--- src/rtl/ts_seg_pkg.sv ---
package ts_seg_pkg;
  localparam int SEL_W = 16;
  localparam int ACC_W = 8;
  localparam int PL_W  = 2;

  // access byte bit positions
  localparam int ACC_P    = 7;
  localparam int ACC_DPLH = 6;
  localparam int ACC_DPLL = 5;
  localparam int ACC_S    = 4;
  localparam int ACC_CODE = 3;
  localparam int ACC_CONF = 2;
  localparam int ACC_RW   = 1;
  localparam int SEL_TI   = 2;
  localparam logic [3:0] LDT_TYPE = 4'h2;

  typedef enum logic [1:0] {
    KIND_LDT  = 2'd0,
    KIND_SS   = 2'd1,
    KIND_CS   = 2'd2,
    KIND_DATA = 2'd3
  } regKind_e;

  typedef enum logic [1:0] {
    FLT_NONE  = 2'd0,
    FLT_TS    = 2'd1,
    FLT_NP    = 2'd2,
    FLT_STACK = 2'd3
  } fault_e;

  typedef struct packed {
    logic   load;
    logic   pass;
    logic   cacheSet;
    fault_e fault;
  } ctlStrobe_t;
endpackage

--- src/rtl/ts_seg_ctrl.sv ---
module ts_seg_ctrl
  import ts_seg_pkg::*;
#(
  parameter int SelW = SEL_W,
  parameter int AccW = ACC_W
) (
  input  logic            reqValid,
  input  logic [1:0]      regKind,
  input  logic [SelW-1:0] selector,
  input  logic [AccW-1:0] accessByte,
  input  logic            fetchOk,
  input  logic [PL_W-1:0] csRpl,
  output ctlStrobe_t      strobe
);
  logic            nullSel, tiBit, present, sFlag, isCode, conf, rw;
  logic [PL_W-1:0] rpl, dpl;
  logic            preFault, nullOk, typeOk, privOk;
  fault_e          presFault, verdict;

  always_comb begin
    nullSel = ~|selector[SelW-1:2];
    tiBit   = selector[SEL_TI];
    rpl     = selector[1:0];
    present = accessByte[ACC_P];
    dpl     = accessByte[ACC_DPLH:ACC_DPLL];
    sFlag   = accessByte[ACC_S];
    isCode  = accessByte[ACC_CODE];
    conf    = accessByte[ACC_CONF];
    rw      = accessByte[ACC_RW];
  end

  // per-kind rule set
  always_comb begin
    preFault  = 1'b0;
    nullOk    = 1'b0;
    typeOk    = 1'b0;
    privOk    = 1'b1;
    presFault = FLT_NP;
    unique case (regKind_e'(regKind))
      KIND_LDT: begin
        preFault  = tiBit;
        nullOk    = 1'b1;
        typeOk    = !sFlag && (accessByte[3:0] == LDT_TYPE);
        presFault = FLT_TS;
      end
      KIND_SS: begin
        typeOk    = sFlag && !isCode && rw;
        privOk    = (dpl == csRpl) && (dpl == rpl);
        presFault = FLT_STACK;
      end
      KIND_CS: begin
        typeOk = sFlag && isCode;
        privOk = conf ? (dpl <= rpl) : (dpl == rpl);
      end
      default: begin
        nullOk = 1'b1;
        typeOk = sFlag && (!isCode || rw);
        privOk = (isCode && conf) || ((rpl <= dpl) && (csRpl <= dpl));
      end
    endcase
  end

  // priority chain: selector form, fetch, type, privilege, presence
  always_comb begin
    verdict         = FLT_NONE;
    strobe.cacheSet = 1'b0;
    if (preFault)          verdict = FLT_TS;
    else if (nullSel)      verdict = nullOk ? FLT_NONE : FLT_TS;
    else if (!fetchOk)     verdict = FLT_TS;
    else if (!typeOk)      verdict = FLT_TS;
    else if (!privOk)      verdict = FLT_TS;
    else if (!present)     verdict = presFault;
    else                   strobe.cacheSet = 1'b1;
    strobe.load  = reqValid;
    strobe.fault = verdict;
    strobe.pass  = (verdict == FLT_NONE);
  end
endmodule

--- src/rtl/ts_seg_dpath.sv ---
module ts_seg_dpath
  import ts_seg_pkg::*;
#(
  parameter int SelW = SEL_W
) (
  input  logic            clk,
  input  logic            rstN,
  input  ctlStrobe_t      strobe,
  input  logic [SelW-1:0] selector,
  output logic            doneValid,
  output logic            pass,
  output logic            cacheValid,
  output logic [1:0]      faultCode,
  output logic [SelW-1:0] errCode
);
  localparam logic [SelW-1:0] ERR_MASK = {{(SelW-2){1'b1}}, 2'b00};

  always_ff @(posedge clk) begin
    if (!rstN) begin
      doneValid  <= 1'b0;
      pass       <= 1'b0;
      cacheValid <= 1'b0;
      faultCode  <= FLT_NONE;
      errCode    <= '0;
    end else begin
      doneValid <= strobe.load;
      if (strobe.load) begin
        pass       <= strobe.pass;
        cacheValid <= strobe.cacheSet;
        faultCode  <= strobe.fault;
        errCode    <= selector & ERR_MASK;
      end
    end
  end
endmodule

--- src/rtl/ts_seg_check.sv ---
module ts_seg_check
  import ts_seg_pkg::*;
#(
  parameter int SelW = SEL_W,
  parameter int AccW = ACC_W
) (
  input  logic            clk,
  input  logic            rstN,
  input  logic            reqValid,
  input  logic [1:0]      regKind,
  input  logic [SelW-1:0] selector,
  input  logic [AccW-1:0] accessByte,
  input  logic            fetchOk,
  input  logic [PL_W-1:0] csRpl,
  output logic            doneValid,
  output logic            pass,
  output logic            cacheValid,
  output logic [1:0]      faultCode,
  output logic [SelW-1:0] errCode
);
  ctlStrobe_t strobe;

  ts_seg_ctrl #(.SelW(SelW), .AccW(AccW)) u_ctrl (
    .reqValid(reqValid), .regKind(regKind), .selector(selector),
    .accessByte(accessByte), .fetchOk(fetchOk), .csRpl(csRpl),
    .strobe(strobe)
  );

  ts_seg_dpath #(.SelW(SelW)) u_dpath (
    .clk(clk), .rstN(rstN), .strobe(strobe), .selector(selector),
    .doneValid(doneValid), .pass(pass), .cacheValid(cacheValid),
    .faultCode(faultCode), .errCode(errCode)
  );
endmodule

--- config.mk ---
export PLATFORM = sky130hd
export DESIGN_NAME = ts_seg_check
export DESIGN_NICKNAME = d
export VERILOG_FILES = /design/src/rtl/ts_seg_pkg.sv /design/src/rtl/ts_seg_ctrl.sv /design/src/rtl/ts_seg_dpath.sv /design/src/rtl/ts_seg_check.sv
export SDC_FILE = /design/constraint.sdc
export NUM_CORES = 1
export LEC_CHECK = 0
export ABC_AREA = 1
export CELL_PAD_IN_SITES_DETAIL_PLACEMENT = 1
export CELL_PAD_IN_SITES_GLOBAL_PLACEMENT = 1
export CORE_MARGIN = 3
export CORE_UTILIZATION = 28
export CTS_BUF_LIST = sky130_fd_sc_hd__clkbuf_4
export DETAILED_ROUTE_END_ITERATION = 16
export PLACE_DENSITY_LB_ADDON = 0.1
export SLEW_MARGIN = 30
export SYNTH_ARGS = -nofsm -noshare
export SYNTH_HDL_FRONTEND = slang
export SYNTH_SLANG_ARGS = --single-unit
--- constraint.sdc ---
create_clock -name clk -period 1.7 [get_ports clk]
set_input_delay 0.425 -clock clk [delete_from_list [all_inputs] [get_ports clk]]
set_output_delay 0.425 -clock clk [all_outputs]
set_load 0.01 [all_outputs]
==> impl_results.md <==
- Total Routed Length: 3.241 mm
- Pwr Total: between 1000 and 1500 uW
- Syn_area_per_cell: slightly above 7 sq um
- Top-level port count: 53
- Clk pin slew, worst setup/hold paths: roughly 0.11 ns
- Placed Instances: approximately 260
- Starting DRC count in detailed routing: 24
- 1st-pass router iterations: 4
- RD Place Congestion: about 0.8
- Synth Flop Type: dfxtp_1
- Worst Path Arrival: about 1.2 ns
- Core region area: ~3700 sq um
- Fmax: roughly 620 MHz
- Mapped Cells: 157
- FP Rows: 22
- Antenna diodes: 0
- Worst-skew pair later-pin latency: 0.30 ns
- H-tree Lvls: 1
- CP endpoint kind: primary output
- Worst stage delay on the critical path: between 0.5 and 0.6 ns
- Num CTS Buffers: 3
- Starting Density: 0.2971
- WP buf/inv: 1
- Routed Antenna Nets: 0
- Num Clock Sinks: 19
- Outcome: finished clean
- Fill count: around 500
- Top-count cell post-synth: nor2_1
- Total number of vias: about 1,200
- Mux cell area share after synthesis: 0
- Final worst-path cycle share: 0.9561
- Vias per cell: roughly 4.5
- Post-synth ARST share: 0
- Max clock buf depth: 2
- Die H: ~70 um
- Final Hold Viols: 0
- Yosys cell types: 29
- FF+latch count, synth: 19
- Ranking of synthesized cells by area: dfxtp_1, ha_1, nor2_1
- Xor/xnor cell area share of the yosys netlist: 0
- Post-synth top cells: nor2_1, nand2_1, dfxtp_1, inv_1, o21ai_0
- Total gr overflow: 0
- WL per Instance: approximately 12 um
- Crit path max-delay cell type: clkdlybuf4s50_1
- Startpoint Class: register
- First-pass GRT wire length: between 5 and 6 mm
- CP Max Fanout: 2
- YS warnings: 0
- DIE AREA: roughly 4800 sq um
- Fin Setup TNS: 0 ns
- Port bufs: 50
- All-Layer GR Usage: 0.1398
- WS Path Type: reg -> out
- Crit path required time: about 1.3 ns
- Vias in the first global route: around 1,200
- Top cell type's share of synthesized area: 0.3420
- Worst hold slack: a little under 0.5 ns
- Synthesis-to-finish area growth: 66.03%
- HPWL after detailed placement: between 2 and 3 mm
- Largest family of logic cells by synthesized area: simple AND/OR/NAND/NOR gates
- Post-synth EDFFs: 0
- Mapped Area: 1112 sq um
- Clock Skews: 0 ns
- Initial antenna violation count: 0
- Post-Synth Adder-Cell Area: 0.08999
- TritonCTS clock tree: built
- Synth Area in Compound Gates: 0.1451
- Slew Limit Fails: 0
- Root buf cell: clkbuf_4
- Max-cap violation count: 0
- VDD IR max: between 0.3 and 0.4 mV
- Pwr dens: 565.1 nW/um^2
- Nets: 260
- Pleak: roughly 0.00089 uW
- Die width: about 69 um
- Final Non-Filler Cells: roughly 270
- Largest net degree at the start of global routing: 28
- Sequential cell area fraction in the yosys report: 0.3420
- Delay-heaviest family, CP: buffers and inverters
- DRC: 0
- Worst-path cell chain: clkdlybuf4s50_1
- Post-Synth Simple-Gate Area: 0.2925
- RSZ-0062 raised after global routing: no
- Final count of negative-setup-slack endpoints: 0
- HP Class: reg -> reg
- Crit path time final: ~1.6 ns
- Synth area leader: dfxtp_1
- Share of cells above drive strength 1: 0.2100
kinds of logic after synthesis:
family | count (synthesis)
other | 1
buffers and inverters | 32
AOI/OAI and AO/OA | 30
and+or+nand+nor | 67
DFF | 19
adders and majority gates | 8
sequential cells by signal, summed over array words and instances, names as in the netlist:
signal and count:
u_dpath.errCode 14, u_dpath.cacheValid 1, u_dpath.doneValid 1, u_dpath.pass 1, u_dpath.faultCode 2
cell type report:
type,instances,area (sq um),share of cell area
inverters,26,103.9,0.05623
multi-input cells,107,653.1,0.3537
clock inverters,1,5.005,0.002710
flip-flops and latches,19,380.4,0.2060
clock buffers,3,22.52,0.01220
repair buffers,63,621.8,0.3367
well taps,48,60.06,0.03252
path summary, 6_finish.rpt:
path                        startpoint            endpoint  slack, ns  cells after the start
setup / recovery  u_dpath.faultCode[0]        faultCode[0]       0.07                      1
hold / removal            u_dpath.pass        u_dpath.pass       0.48                      2
setup reg to reg    u_dpath.errCode[4]  u_dpath.errCode[4]       1.02                      2
hold reg to reg           u_dpath.pass        u_dpath.pass       0.48                      2
timing repair:
item                                   4_1_cts  5_1_grt
gates resized for setup                     12       14
setup buffers                                1        0
setup endpoints to repair                    3        6
pin swaps                                    6       11
hold buffers                                 0        0
gates cloned                                 0        0
endpoints found under the hold margin        0        0
layout by cell type (no fill, tap or decap), types with 4 or more instances in the layout:
master	n
nand2_2	8
ha_1	4
nor2_1	24
buf_4	12
nand2_1	15
nand3_1	6
inv_1	17
dlymetal6s2s_1	6
inv_2	6
nand4_1	5
clkdlybuf4s50_1	40
o21ai_0	15
a21oi_1	8
dfxtp_1	19
routing by layer:
metal | vias up | track usage | routed length (um)
li1 | 625 | - | -
met1 | 536 | 0.1558 | 1359
met2 | 29 | 0.2447 | 1641
met3 | 5 | 0.04665 | 183
met4 | 0 | 0.05206 | 56
met5 | - | 0 | 0
power by group:
part           internal [uW]  switching [uW]
logic                    180             151
clock network           87.9             139
registers                473            12.7
metrics by stage:
| step | instance area, sq um | utilization | worst slack [ns] |
|---|---|---|---|
| 3_5_place_dp | 1742 | 0.4652 | -0.4575 |
| 2_1_floorplan | 1116 | - | 0.1661 |
| 5_1_grt | 1847 | 0.4933 | 0.004567 |
| 6_report | 1847 | 0.4933 | 0.07469 |
| 3_3_place_gp | 1742 | 0.4652 | -0.4069 |
| 4_1_cts | 1800 | 0.4809 | 0.003570 |
Power figures use the tool's default switching activity.
